==> src/rtl/intc_pkg.sv <==
package intc_pkg;
   // byte offsets inside one controller window
   localparam int unsigned OFF_REQ  = 'h00;
   localparam int unsigned OFF_RAW  = 'h04;
   localparam int unsigned OFF_EN   = 'h08;
   localparam int unsigned OFF_CLR  = 'h0C;
   localparam int unsigned OFF_SOFT = 'h10;
   // bit of the ordinary level owned by the programmed source
   localparam int unsigned SOFT_BIT = 1;
   // bit of the ordinary level that may mirror the fast source
   localparam int unsigned MIRROR_BIT = 0;

   typedef struct packed {
      logic irq_set;
      logic irq_clr;
      logic fiq_set;
      logic fiq_clr;
      logic soft_wr;
   } intc_wstb_t;
endpackage

==> src/rtl/intc_mask_bank.sv <==
module intc_mask_bank #(
   parameter int unsigned W = 32
) (
   input  logic         clk,
   input  logic         rst_n,
   input  logic         set_we,
   input  logic         clr_we,
   input  logic [W-1:0] wdata,
   input  logic [W-1:0] src,
   output logic [W-1:0] en_o,
   output logic [W-1:0] req_o,
   output logic         any_o
);
   logic [W-1:0] en_q;

   for (genvar b = 0; b < W; b++) begin : g_bit
      always_ff @(posedge clk or negedge rst_n) begin
         if (!rst_n)
            en_q[b] <= 1'b0;
         else if (set_we && wdata[b])
            en_q[b] <= 1'b1;
         else if (clr_we && wdata[b])
            en_q[b] <= 1'b0;
      end
   end

   assign en_o  = en_q;
   assign req_o = src & en_q;
   assign any_o = |req_o;
endmodule

==> src/rtl/intc_soft_src.sv <==
module intc_soft_src (
   input  logic clk,
   input  logic rst_n,
   input  logic we,
   input  logic d,
   output logic q
);
   always_ff @(posedge clk or negedge rst_n) begin
      if (!rst_n)
         q <= 1'b0;
      else if (we)
         q <= d;
   end
endmodule

==> src/rtl/intc_regif.sv <==
module intc_regif
   import intc_pkg::*;
#(
   parameter int unsigned ADDR_W   = 12,
   parameter int unsigned DATA_W   = 32,
   parameter int unsigned IRQ_N    = 32,
   parameter int unsigned IRQ_BASE = 'h000,
   parameter int unsigned FIQ_BASE = 'h100
) (
   input  logic              bus_sel,
   input  logic              bus_wr,
   input  logic [ADDR_W-1:0] bus_addr,
   input  logic [IRQ_N-1:0]  irq_raw,
   input  logic [IRQ_N-1:0]  irq_req,
   input  logic [IRQ_N-1:0]  irq_en,
   input  logic              fiq_raw,
   input  logic              fiq_req,
   input  logic              fiq_en,
   output intc_wstb_t        wstb,
   output logic [DATA_W-1:0] rdata
);
   localparam logic [ADDR_W-1:0] A_IRQ_REQ  = ADDR_W'(IRQ_BASE + OFF_REQ);
   localparam logic [ADDR_W-1:0] A_IRQ_RAW  = ADDR_W'(IRQ_BASE + OFF_RAW);
   localparam logic [ADDR_W-1:0] A_IRQ_EN   = ADDR_W'(IRQ_BASE + OFF_EN);
   localparam logic [ADDR_W-1:0] A_IRQ_CLR  = ADDR_W'(IRQ_BASE + OFF_CLR);
   localparam logic [ADDR_W-1:0] A_IRQ_SOFT = ADDR_W'(IRQ_BASE + OFF_SOFT);
   localparam logic [ADDR_W-1:0] A_FIQ_REQ  = ADDR_W'(FIQ_BASE + OFF_REQ);
   localparam logic [ADDR_W-1:0] A_FIQ_RAW  = ADDR_W'(FIQ_BASE + OFF_RAW);
   localparam logic [ADDR_W-1:0] A_FIQ_EN   = ADDR_W'(FIQ_BASE + OFF_EN);
   localparam logic [ADDR_W-1:0] A_FIQ_CLR  = ADDR_W'(FIQ_BASE + OFF_CLR);

   logic wr_cyc, rd_cyc;
   assign wr_cyc = bus_sel &&  bus_wr;
   assign rd_cyc = bus_sel && !bus_wr;

   always_comb begin
      wstb         = '0;
      wstb.irq_set = wr_cyc && (bus_addr == A_IRQ_EN);
      wstb.irq_clr = wr_cyc && (bus_addr == A_IRQ_CLR);
      wstb.fiq_set = wr_cyc && (bus_addr == A_FIQ_EN);
      wstb.fiq_clr = wr_cyc && (bus_addr == A_FIQ_CLR);
      wstb.soft_wr = wr_cyc && (bus_addr == A_IRQ_SOFT);
   end

   always_comb begin
      rdata = '0;
      if (rd_cyc) begin
         unique case (bus_addr)
            A_IRQ_REQ: rdata = DATA_W'(irq_req);
            A_IRQ_RAW: rdata = DATA_W'(irq_raw);
            A_IRQ_EN:  rdata = DATA_W'(irq_en);
            A_FIQ_REQ: rdata = DATA_W'(fiq_req);
            A_FIQ_RAW: rdata = DATA_W'(fiq_raw);
            A_FIQ_EN:  rdata = DATA_W'(fiq_en);
            default:   rdata = '0;
         endcase
      end
   end
endmodule

==> src/rtl/dual_intr_ctrl.sv <==
module dual_intr_ctrl
   import intc_pkg::*;
#(
   parameter int unsigned ADDR_W     = 12,
   parameter int unsigned DATA_W     = 32,
   parameter int unsigned IRQ_N      = 32,
   parameter int unsigned IRQ_BASE   = 'h000,
   parameter int unsigned FIQ_BASE   = 'h100,
   parameter bit          MIRROR_FIQ = 1'b1
) (
   input  logic              clk,
   input  logic              rst_n,
   input  logic              bus_sel,
   input  logic              bus_wr,
   input  logic [ADDR_W-1:0] bus_addr,
   input  logic [DATA_W-1:0] bus_wdata,
   output logic [DATA_W-1:0] bus_rdata,
   input  logic [IRQ_N-1:0]  irq_src_i,
   input  logic              fiq_src_i,
   output logic              irq_o,
   output logic              fiq_o
);
   localparam int unsigned WIN = OFF_SOFT + 4;

   if (IRQ_N < 2 || IRQ_N > DATA_W) begin : g_bad_n
      $error("IRQ_N must be in 2..DATA_W");
   end
   if ((1 << ADDR_W) < FIQ_BASE + WIN || (1 << ADDR_W) < IRQ_BASE + WIN) begin : g_bad_a
      $error("ADDR_W too small for the register windows");
   end
   if (FIQ_BASE < IRQ_BASE + WIN && IRQ_BASE < FIQ_BASE + WIN) begin : g_bad_ov
      $error("controller windows overlap");
   end

   intc_wstb_t        wstb;
   logic [IRQ_N-1:0]  irq_raw, irq_req, irq_en_q;
   logic              fiq_req, fiq_en_q, soft_q;

   // effective ordinary-level source vector
   if (MIRROR_FIQ) begin : g_mirror
      assign irq_raw[MIRROR_BIT] = fiq_src_i;
   end else begin : g_pin0
      assign irq_raw[MIRROR_BIT] = irq_src_i[MIRROR_BIT];
   end
   assign irq_raw[SOFT_BIT] = soft_q;
   if (IRQ_N > 2) begin : g_upper
      assign irq_raw[IRQ_N-1:2] = irq_src_i[IRQ_N-1:2];
   end

   wire unused_ok = ^{bus_wdata, irq_src_i[1:0]};

   intc_regif #(
      .ADDR_W(ADDR_W), .DATA_W(DATA_W), .IRQ_N(IRQ_N),
      .IRQ_BASE(IRQ_BASE), .FIQ_BASE(FIQ_BASE)
   ) u_regif (
      .bus_sel (bus_sel),
      .bus_wr  (bus_wr),
      .bus_addr(bus_addr),
      .irq_raw (irq_raw),
      .irq_req (irq_req),
      .irq_en  (irq_en_q),
      .fiq_raw (fiq_src_i),
      .fiq_req (fiq_req),
      .fiq_en  (fiq_en_q),
      .wstb    (wstb),
      .rdata   (bus_rdata)
   );

   intc_mask_bank #(.W(IRQ_N)) u_irq_bank (
      .clk   (clk),
      .rst_n (rst_n),
      .set_we(wstb.irq_set),
      .clr_we(wstb.irq_clr),
      .wdata (bus_wdata[IRQ_N-1:0]),
      .src   (irq_raw),
      .en_o  (irq_en_q),
      .req_o (irq_req),
      .any_o (irq_o)
   );

   intc_mask_bank #(.W(1)) u_fiq_bank (
      .clk   (clk),
      .rst_n (rst_n),
      .set_we(wstb.fiq_set),
      .clr_we(wstb.fiq_clr),
      .wdata (bus_wdata[0]),
      .src   (fiq_src_i),
      .en_o  (fiq_en_q),
      .req_o (fiq_req),
      .any_o (fiq_o)
   );

   intc_soft_src u_soft (
      .clk  (clk),
      .rst_n(rst_n),
      .we   (wstb.soft_wr),
      .d    (bus_wdata[SOFT_BIT]),
      .q    (soft_q)
   );
endmodule

==> config.mk <==
export PLATFORM = sky130hd
export DESIGN_NAME = dual_intr_ctrl
export DESIGN_NICKNAME = d
export VERILOG_FILES = /design/src/rtl/intc_pkg.sv /design/src/rtl/intc_mask_bank.sv /design/src/rtl/intc_soft_src.sv /design/src/rtl/intc_regif.sv /design/src/rtl/dual_intr_ctrl.sv
export SDC_FILE = /design/constraint.sdc
export NUM_CORES = 1
export LEC_CHECK = 0
export BUFFER_PORTS_ARGS = -buffer_cell sky130_fd_sc_hd__buf_2
export CORE_ASPECT_RATIO = 1.1
export CORE_MARGIN = 3
export CORE_UTILIZATION = 36
export DETAILED_ROUTE_END_ITERATION = 10
export HOLD_SLACK_MARGIN = 0.15
export PLACE_DENSITY = 0.68
export SLEW_MARGIN = 15
export SYNTH_ARGS = -nofsm -noshare
export SYNTH_HDL_FRONTEND = slang
export SYNTH_SLANG_ARGS = --single-unit
==> constraint.sdc <==
create_clock -name clk -period 4.2 [get_ports clk]
set_input_delay 0.21 -clock clk [delete_from_list [all_inputs] [get_ports clk]]
set_output_delay 0.21 -clock clk [all_outputs]
set_load 0.005 [all_outputs]
## Yosys cells after proc, flatten, opt, wreduce, memory -nomap -nowiden

Index checks and enable logic that the tools add are counted.

- Bits in read-only memories: 0
- Bits of input ports: 81
- Bits in writable memories: 0
- Memories: 0
- Latch bits: 0
- Output and inout bits: 34
- Logic and storage cells: 221
- Register bits: 34

- Div/mod/pow operators: 0
- Reductions and logical operators: 109
- Mux-type cells: 68
- $add $sub $neg: 0
- Bitwise gates (word level): 2
- Shifts and indexed selects: 0
- Eq/ne operators: 8
- Order comparisons: 0
- Multipliers: 0

Operators with widths:

| cell | count |
|---|---|
| 32-bit one-hot mux with 6 select lines | 1 |
| 1-bit logical AND | 73 |
| 1-bit 2-to-1 mux | 66 |
| 2-bit nonzero test | 33 |
| 12-bit by 9-bit equality test with 1-bit output, second input constant | 4 |
| 32-bit bitwise AND | 1 |
| 32-bit 2-to-1 mux | 1 |
| 32-bit OR reduction | 1 |
| 12-bit by 4-bit equality test with 1-bit output, second input constant | 2 |
| 12-bit by 3-bit equality test with 1-bit output, second input constant | 1 |
| 12-bit by 5-bit equality test with 1-bit output, second input constant | 1 |
| 12-bit zero test | 1 |
| 1-bit bitwise AND | 1 |
| 1-bit zero test | 1 |

## Depth between registers and ports, before layout

Gate-level depths: netlist of run 1.

- Depth in word-level cells: 5
- Depth in mapped cells: 7
- Depth with buffers taken out: 4

## By module

A second synthesis of run 1 with hierarchy kept.

- Cell total of the unflattened synthesis: 259
- Area total of the unflattened synthesis: 2412.3 sq um

Modules (own cells, without submodules):

| module | area each (sq um) | cells an instance | times used | sequential area each (sq um) |
|---|---|---|---|---|
| intc_mask_bank at u_irq_bank | 1521.5 | 147 | 1 | 800.8 |
| intc_regif | 799.5 | 105 | 1 | 0.0 |
| intc_mask_bank at u_fiq_bank | 51.3 | 5 | 1 | 25.0 |
| intc_soft_src | 40.0 | 2 | 1 | 25.0 |

## Least setup slack after synthesis of run 1

No wires, ideal clock.

- Kind: input to output
- Start point: input bus_addr[7]
- End point: output bus_rdata[10]
- Stages: 6
- Path slack: 2.160 ns
- Path buffers: 2
- Required time: 3.990 ns
- Data arrival time: 1.830 ns
- Cell sequence: or4_4 -> or3_4 -> or3_1 -> buf_2 -> buf_6 -> nor2_1

- Longest elaborated chain between the ends: 3
- Elaborated cells between the ends (all ways): 8
- Those cells by class: eq/ne: 5; mux: 2; reduce/logical: 1

Ends and longest elaborated chain:

| element | RTL line | RTL |
|---|---|---|
| start, declared | dual_intr_ctrl.sv:15 | `input logic [ADDR_W-1:0] bus_addr,` |
| 12-bit by 9-bit equality test with 1-bit output, or another cell as far along | intc_regif.sv:48 | `unique case (bus_addr)` |
| 32-bit one-hot mux with 6 select lines (*) | intc_regif.sv:48 |  |
| 32-bit 2-to-1 mux (*) | intc_regif.sv:47 | `if (rd_cyc) begin` |
| end, declared | dual_intr_ctrl.sv:17 | `output logic [DATA_W-1:0] bus_rdata,` |

Mark *: on every way between the ends. The rest lies on a longest branch, timed or not.

## Final worst setup path of run 1

- Start point: input bus_addr[7]
- End point: output bus_rdata[25]

Same word-level chain as after synthesis.

==> impl_metrics.json, run 1 <==
{
  "status": "finished, final reports clean",
  "cts_sinks": 34,
  "synthArstFlopShare": 1.00,
  "routed_via_density": 5.44,
  "place_inst": 394,
  "synth_top_cell_by_area": "dfrtp_1",
  "synth.distinct_cells": 27,
  "fin_setup_tns_ns": 0,
  "coreArea_sq_um": 5200,
  "ant_nets": 0,
  "layout_common_cells": "buf_2 (112), nand2_1 (35), dfrtp_1 (34)",
  "cp.arrival_ns": 2.45,
  "layout.nets": 411,
  "place_congestion": 0.829,
  "finalHoldViolations": 0,
  "cp_max_fo": 31,
  "vdd_drop_max_mv": 0.118,
  "slew_viol_final": 0,
  "synth-seq-cells": 34,
  "clk_latency_ns": 0.27,
  "drv_cap": 0,
  "fin_crit_ns": 2.66,
  "instances_no_fill": 403,
  "path_clk_slew_ns": 0.07,
  "grt_usage": 0.191,
  "cts_buffers": 5,
  "dpl.hpwl_microns": 4560,
  "r2r_cells": 1,
  "die_h_microns": 84.3,
  "dieWidth_microns": 77.2,
  "rsz0062_at_grt": "false",
  "grt_pass1_vias": 2166,
  "cts_tree": "yes",
  "syn_avg_cell_area_sq_um": 8.88,
  "crit_type": "in2out",
  "antenna_found_initial": 0,
  "io_buffers": 112,
  "cp.required_ns": 3.99,
  "skew_ns": 0,
  "crit_path_start_kind": "input pin",
  "clockBufferDepth": 2,
  "start_util": 0.386,
  "yosysSeqAreaShare": 0.424,
  "pwr_density_cell_nw_per_um2": 246,
  "grt_pass1_wl_microns": 10300,
  "syn-cell-area_sq_um": 2010,
  "tightest_slew_ns": 1.03,
  "period_share": 0.633,
  "drc": 0,
  "drt_first_pass_iters": 5,
  "antenna_cells": 0,
  "synth.top_cell.area_share": 0.424,
  "holdPathStages": 2,
  "yosys_warnings": 0,
  "synth-main-ff-cell": "dfrtp_1",
  "row_count": 27,
  "syn2layout_area_growth_pct": 33.9,
  "end_kind": "output pin",
  "vias": 2194,
  "cts_root_buffer": "clkbuf_8",
  "drt-total-wl_microns": 6210,
  "die_area_sq_um": 6510,
  "postCtsSetupBuffers": 0,
  "hp-class": "in2reg",
  "syn_inst": 226,
  "synth_edf_count": 0,
  "fillers": 542,
  "cts-resized-gates": 0,
  "setup_viol": 0,
  "drt_iter0_markers": 141,
  "wire_per_inst_microns": 15.4,
  "layout_commonest_cell": "buf_2",
  "cts.htree.levels": 2,
  "synth_fp_nets": 307,
  "synth_area_leaders": "dfrtp_1 (42%), a22o_1 (14%), o22ai_1 (10%)",
  "ioPinCount": 115,
  "leakagePower_nw": 1.31,
  "grt-ovfl-total": 0,
  "slew_headroom": 0.313,
  "grt_max_degree": 38,
  "fmax_mhz": 376,
  "drive_gt1_frac": 0.387
}
==> state kept, by name, indices dropped and copies added (netlist names) <==
register and flops:
u_fiq_bank.en_o 1, u_irq_bank.en_o 32, u_soft.q 1
==> report_power, final <==
group	switching (mW)	total, mW	internal [mW]
sequential	0.000639	0.329	0.328
combinational	0.0478	0.0897	0.0419
clock	0.111	0.243	0.132
total	0.159	0.662	0.502
==> cells by family after synthesis <==
logic type,after synthesis,synth area share
multiplexers,2,0.0106
AND/OR/NAND/NOR,90,0.214
buffers and inverters,19,0.0492
flip-flops,34,0.424
AO/OA/AOI/OAI,81,0.302
==> path summary, 6_finish.rpt <==
path | start | endpoint | slack (ns)
worst max-delay path | bus_addr[7] | bus_rdata[25] | 1.54
worst min-delay path | bus_wdata[6] | u_irq_bank.en_o[6] | 0.17
worst max register to register | u_soft.q | u_soft.q | 3.42
worst min register to register | u_irq_bank.en_o[26] | u_irq_bank.en_o[26] | 0.53
max in group asynchronous | rst_n | u_irq_bank.en_o[13] | 3.19
min in group asynchronous | rst_n | u_irq_bank.en_o[28] | 0.53
==> cell usage after synthesis (2+ instances only) <==
cell type / instances
or2_2: 2
a22o_1: 32
or3_1: 2
nand4_1: 5
buf_6: 3
nand2_1: 35
o22ai_1: 32
or4_1: 2
clkbuf_1: 11
a22oi_1: 16
nor2_1: 32
dfrtp_1: 34
buf_2: 4
nor4_1: 3
==> metrics by stage <==
step            util  hold slack, ns  power [mW]  worst slack [ns]  area (sq um)
6_report       0.517           0.168       0.662              1.54          2690
4_1_cts        0.517           0.163       0.667              1.55          2690
2_1_floorplan      -         -0.0856       0.366              2.16          2010
5_1_grt        0.517           0.164       0.693              1.41          2690
3_3_place_gp   0.497           0.324       0.423              1.56          2590
3_5_place_dp   0.497           0.327       0.424              1.55          2590
==> layout make-up <==
type                    instances  area, sq um  share of cell area
repair buffers                115          586               0.218
clock buffers                   7         86.3              0.0321
multi-input cells             173         1070               0.397
flip-flops and latches         34          851               0.317
inverters                       1         3.75             0.00140
well taps                      72         90.1              0.0335
clock inverters                 1         5.00             0.00186
==> worst max-delay path, cell delays in order <==
cell,delay [ns]
buf_2,0.11
or4_4,0.57
or3_4,0.37
or3_1,0.78
nor2_1,0.27
buf_2,0.14
==> per-layer routing <==
metal	vias to the layer above	track usage	wire length, microns
li1	1075	-	-
met1	1036	0.247	2660
met2	79	0.328	3130
met3	4	0.0365	384
met4	0	0.0453	38
met5	-	0	0
==> repair_timing <==
item	in CTS	in global routing
endpoints found under the hold margin	34	0
hold buffers	1	0
setup endpoints to repair	0	0
No activity file was read; power rests on OpenSTA's default activity.
==> inputs of run 2 (changes only) <==
- clock period: 4.2 -> 2.7 ns (I/O delays scaled with it)
==> impl_metrics.json, run 2 (same netlist as run 1, synthesis figures left out) <==
{
  "status": "finished, final reports clean",
  "cts-resized-gates": 0,
  "drt-total-wl_microns": 6670,
  "path_clk_slew_ns": 0.07,
  "place_congestion": 0.830,
  "finalCoreUtilization": 0.584,
  "finalHoldViolations": 0,
  "routed_via_density": 5.47,
  "place_inst": 398,
  "row_count": 27,
  "grt-ovfl-total": 0,
  "rsz0062_at_grt": "false",
  "largest_register_ff_count": 32,
  "fin_setup_tns_ns": 0,
  "leakagePower_nw": 1.46,
  "cts_tree": "yes",
  "clk_latency_ns": 0.26,
  "io_buffers": 112,
  "drive_gt1_frac": 0.360,
  "wire_per_inst_microns": 15.2,
  "setup_viol": 0,
  "grt_pass1_vias": 2322,
  "drv_cap": 0,
  "r2r-start": "u_soft.q",
  "period_share": 0.817,
  "cts.htree.levels": 2,
  "worstHoldStart": "bus_addr[7]",
  "end_kind": "output pin",
  "fin_crit_ns": 2.21,
  "tightest_slew_ns": 0.770,
  "coreArea_sq_um": 5200,
  "cp_max_fo": 31,
  "ant_nets": 0,
  "crit_path_start_kind": "input pin",
  "cp.required_ns": 2.57,
  "slew_headroom": 0.486,
  "dieWidth_microns": 77.2,
  "hold_buffers": 33,
  "hp-class": "in2reg",
  "layout.nets": 447,
  "regArea_sq_um": 851,
  "crit_path_start": "bus_addr[7]",
  "slew_viol_final": 0,
  "fin_total_pwr_mw": 1.07,
  "cts_sinks": 34,
  "grt_pass1_wl_microns": 11100,
  "drt_iter0_markers": 116,
  "die_area_sq_um": 6510,
  "instances_no_fill": 439,
  "clockBufferDepth": 2,
  "dp_worst_setup_slack_ns": 0.529,
  "ioPinCount": 115,
  "drc": 0,
  "start_util": 0.386,
  "dpl.hpwl_microns": 4680,
  "vias": 2401,
  "syn2layout_area_growth_pct": 51.4,
  "antenna_cells": 0,
  "fmax_mhz": 453,
  "fin_ws_ns": 0.493,
  "antenna_found_initial": 0,
  "grt_max_degree": 35,
  "vdd_drop_max_mv": 0.205,
  "layout_common_cells": "buf_2 (112), nand2_1 (35), dfrtp_1 (34)",
  "cts_root_buffer": "clkbuf_8",
  "die_h_microns": 84.3,
  "drt_first_pass_iters": 4,
  "cp.arrival_ns": 2.07,
  "skew_ns": 0,
  "fillers": 497,
  "postCtsSetupBuffers": 0,
  "grt_usage": 0.205,
  "crit_type": "in2out",
  "cts_buffers": 5,
  "layout_commonest_cell": "buf_2",
  "pwr_density_cell_nw_per_um2": 352,
  "multiInputGateArea_sq_um": 1070
}
run 2: changes by cell type in the layout (fill, tap and decap cells not counted), sizes merged:
cell,previous run,this run
buf,114,118
dlygate4sd3,1,33
run 2: metrics by stage:
step           area [sq um]  hold WS (ns)
2_1_floorplan          2010        -0.161
3_3_place_gp           2620         0.248
3_5_place_dp           2620         0.252
4_1_cts                3040         0.230
5_1_grt                3040         0.252
6_report               3040         0.235
run 2: cell type report:
cell class	count	area share
inverters	1	0.00124
clock buffers	7	0.0284
flip-flops and latches	34	0.280
clock inverters	1	0.00165
repair buffers	151	0.308
well taps	72	0.0297
multi-input cells	173	0.351
run 2: worst paths after layout:
| kind | slack, ns | to | depth (start not counted) |
|---|---|---|---|
| max in group asynchronous | 1.73 | u_irq_bank.en_o[24] | 2 |
| worst min-delay path | 0.23 | u_soft.q | 4 |
| worst max register to register | 1.90 | u_soft.q | 1 |
| min in group asynchronous | 0.47 | u_irq_bank.en_o[28] | 2 |
| worst max-delay path | 0.49 | bus_rdata[17] | 7 |
| worst min register to register | 0.53 | u_irq_bank.en_o[4] | 1 |
run 2: per-layer routing:
metal	part of all wire	GRT usage	vias up
met5	0	0	-
met3	0.045	0.0279	12
li1	-	-	1144
met2	0.50	0.359	83
met1	0.43	0.261	1162
met4	0.024	0.0647	0
run 2: report_power, final:
group          switching (mW)  internal (mW)
Combinational          0.0824         0.0972
Sequential            0.00101          0.510
Clock                   0.172          0.206
run 2: critical path: stages:
cell	delay, ns
buf_2	0.10
or4_4	0.55
or3_4	0.37
or3_1	0.35
buf_4	0.24
nor2_1	0.17
buf_2	0.14
==> inputs of run 3 (changes only) <==
- ABC_AREA: unset -> 1
- PLACE_DENSITY: 0.68 -> 0.65
- clock period: 2.7 -> 2 ns (I/O delays scaled with it)
==> impl_metrics.json, run 3 <==
{
  "syn2layout_area_growth_pct": 38.0,
  "holdPathStages": 6,
  "clockBufferDepth": 2,
  "cp.arrival_ns": 1.71,
  "r2r_cells": 4,
  "synth.top_cell.area_share": 0.310,
  "r2r_setup_slack_ns": 1.27,
  "grt_pass1_wl_microns": 16000,
  "rr_endpoint": "u_soft.q",
  "grt-ovfl-total": 0,
  "status": "finished, final reports clean",
  "synth_edf_count": 0,
  "synth_fp_nets": 547,
  "cts_root_buffer": "clkbuf_8",
  "cts_sinks": 34,
  "fmax_mhz": 553,
  "start_util": 0.373,
  "die_h_microns": 98.3,
  "layout_common_cells": "nand2_1 (230), buf_2 (112), nand3_1 (77)",
  "dieWidth_microns": 89.9,
  "finalHoldViolations": 0,
  "holdPathEnd": "u_soft.q",
  "slew_headroom": 0.456,
  "coreArea_sq_um": 7470,
  "syn_inst": 466,
  "drc": 0,
  "ioPinCount": 115,
  "synthArstFlopShare": 1.00,
  "pwr_density_cell_nw_per_um2": 375,
  "cp_common_cell": "buf_2",
  "drive_gt1_frac": 0.242,
  "largest_register_ff_count": 32,
  "grt_max_degree": 35,
  "cts_tree": "yes",
  "synth-seq-cells": 34,
  "path_clk_slew_ns": 0.07,
  "cp_max_fo": 32,
  "fin_setup_tns_ns": 0,
  "end_kind": "output pin",
  "path_buf_inv": 4,
  "ant_nets": 0,
  "grt_usage": 0.217,
  "dpl.hpwl_microns": 6620,
  "routed_via_density": 4.86,
  "synth_area_leaders": "nand2_1 (31%), dfrtp_1 (31%), nand3_1 (14%)",
  "worstHoldStart": "bus_addr[4]",
  "layout_commonest_cell": "nand2_1",
  "cp_slowest_cell": "dlygate4sd3_1",
  "drt_first_pass_iters": 4,
  "syn-cell-area_sq_um": 2790,
  "grt_pass1_vias": 3391,
  "fin_crit_ns": 1.81,
  "rsz0062_at_grt": "false",
  "skew_ns": 0,
  "vias": 3462,
  "period_share": 0.904,
  "synth.distinct_cells": 19,
  "die_area_sq_um": 8840,
  "clk_latency_ns": 0.28,
  "vdd_drop_max_mv": 0.184,
  "layout.nets": 688,
  "setup_viol": 0,
  "synth-main-ff-cell": "dfrtp_1",
  "antenna_found_initial": 0,
  "cp.required_ns": 1.90,
  "leakagePower_nw": 2.07,
  "antenna_cells": 0,
  "row_count": 33,
  "r2r-start": "u_soft.q",
  "synth.most_common_cell": "nand2_1",
  "tightest_slew_ns": 0.816,
  "place_congestion": 0.803,
  "cts_buffers": 5,
  "slew_viol_final": 0,
  "finalCoreUtilization": 0.515,
  "hp-class": "in2reg",
  "cts.htree.levels": 2,
  "syn_avg_cell_area_sq_um": 5.98,
  "fillers": 764,
  "yosysSeqAreaShare": 0.305,
  "fin_total_pwr_mw": 1.45,
  "path_cells": "dlygate4sd3_1 > buf_2 > nand2_1 > nor2_1 > o2111ai_2 > buf_4 > a21oi_1 > buf_2",
  "crit_type": "in2out",
  "drv_cap": 0,
  "yosys_warnings": 0,
  "crit_path_start_kind": "input pin",
  "drt_iter0_markers": 203,
  "synth_top_cell_by_area": "nand2_1",
  "cts-resized-gates": 0,
  "slowest_delay_ns": 0.52,
  "ys_top_cells_by_count": "nand2_1 (230), nand3_1 (77), dfrtp_1 (34)",
  "drt-total-wl_microns": 9350,
  "crit_family": "buffers and inverters",
  "io_buffers": 112,
  "wire_per_inst_microns": 13.1
}
run 3: cell count changes in the layout (fill, tap and decap cells not counted), sizes merged, moves of 6 or more:
cell   before  now
nand2      35  233
a21oi       1   31
a22oi      16    0
nor2       32   20
nand4       5   11
a22o       32    0
o22ai      32    0
inv         1   30
nand3       1   77
run 3: cell type report:
type	instances	area [sq um]	area share
well taps	105	131	0.0341
clock buffers	7	86.3	0.0224
flip-flops and latches	34	851	0.221
multi-input cells	378	1670	0.434
inverters	30	113	0.0292
clock inverters	1	5.00	0.00130
repair buffers	158	993	0.258
run 3: cells by family (layout without fill, tap and decap cells):
group	count (synthesis)	in the layout	synth area share
AO/OA/AOI/OAI	34	34	0.0624
buffers and inverters	54	196	0.0991
AND/OR/NAND/NOR	344	344	0.533
flip-flops	34	34	0.305
run 3: metal layers:
layer	track usage	vias up	routed length, microns
met5	0	-	0
met4	0.0342	0	19
met3	0.0424	2	698
met2	0.377	124	4580
met1	0.285	1560	4050
li1	-	1776	-
run 3: worst max path at each step:
stage / endpoint / from / slack [ns] / depth (start not counted)
5_1_grt: bus_rdata[16] / bus_sel / 0.08 / 8
2_1_floorplan: bus_rdata[10] / bus_addr[5] / 0.87 / 8
4_1_cts: bus_rdata[4] / bus_sel / 0.19 / 8
3_5_place_dp: bus_rdata[4] / bus_addr[5] / 0.27 / 9
3_3_place_gp: bus_rdata[4] / bus_addr[5] / 0.29 / 9
6_report: bus_rdata[4] / bus_sel / 0.19 / 8
run 3: what timing repair did:
action | in CTS | in global routing
setup buffers | 0 | 0
endpoints found under the hold margin | 68 | 0
hold buffers | 35 | 0
run 3: power by group:
| group | switching (mW) | leakage [nW] | internal, mW |
|---|---|---|---|
| Combinational | 0.101 | 1.55 | 0.111 |
| Sequential | 0.00161 | 0.470 | 0.689 |
| Clock | 0.266 | 0.0482 | 0.278 |
| Total | 0.368 | 2.07 | 1.08 |
run 3: stage by stage:
step                      instances  instance area, sq um  hold slack (ns)  worst slack [ns]
final                           713                  3850            0.242             0.193
after detailed placement        670                  3410            0.239             0.266
after global routing            713                  3850            0.306            0.0823
after CTS                       713                  3850            0.235             0.192
after global placement          670                  3410            0.242             0.285
after floorplan                 466                  2790           -0.196             0.866
run 3: worst reg2reg max path, stage by stage (launching register included):
cell and delay, ns:
dfrtp_1 0.39, inv_1 0.07, nand2_1 0.05, o21ai_0 0.06, inv_1 0.05
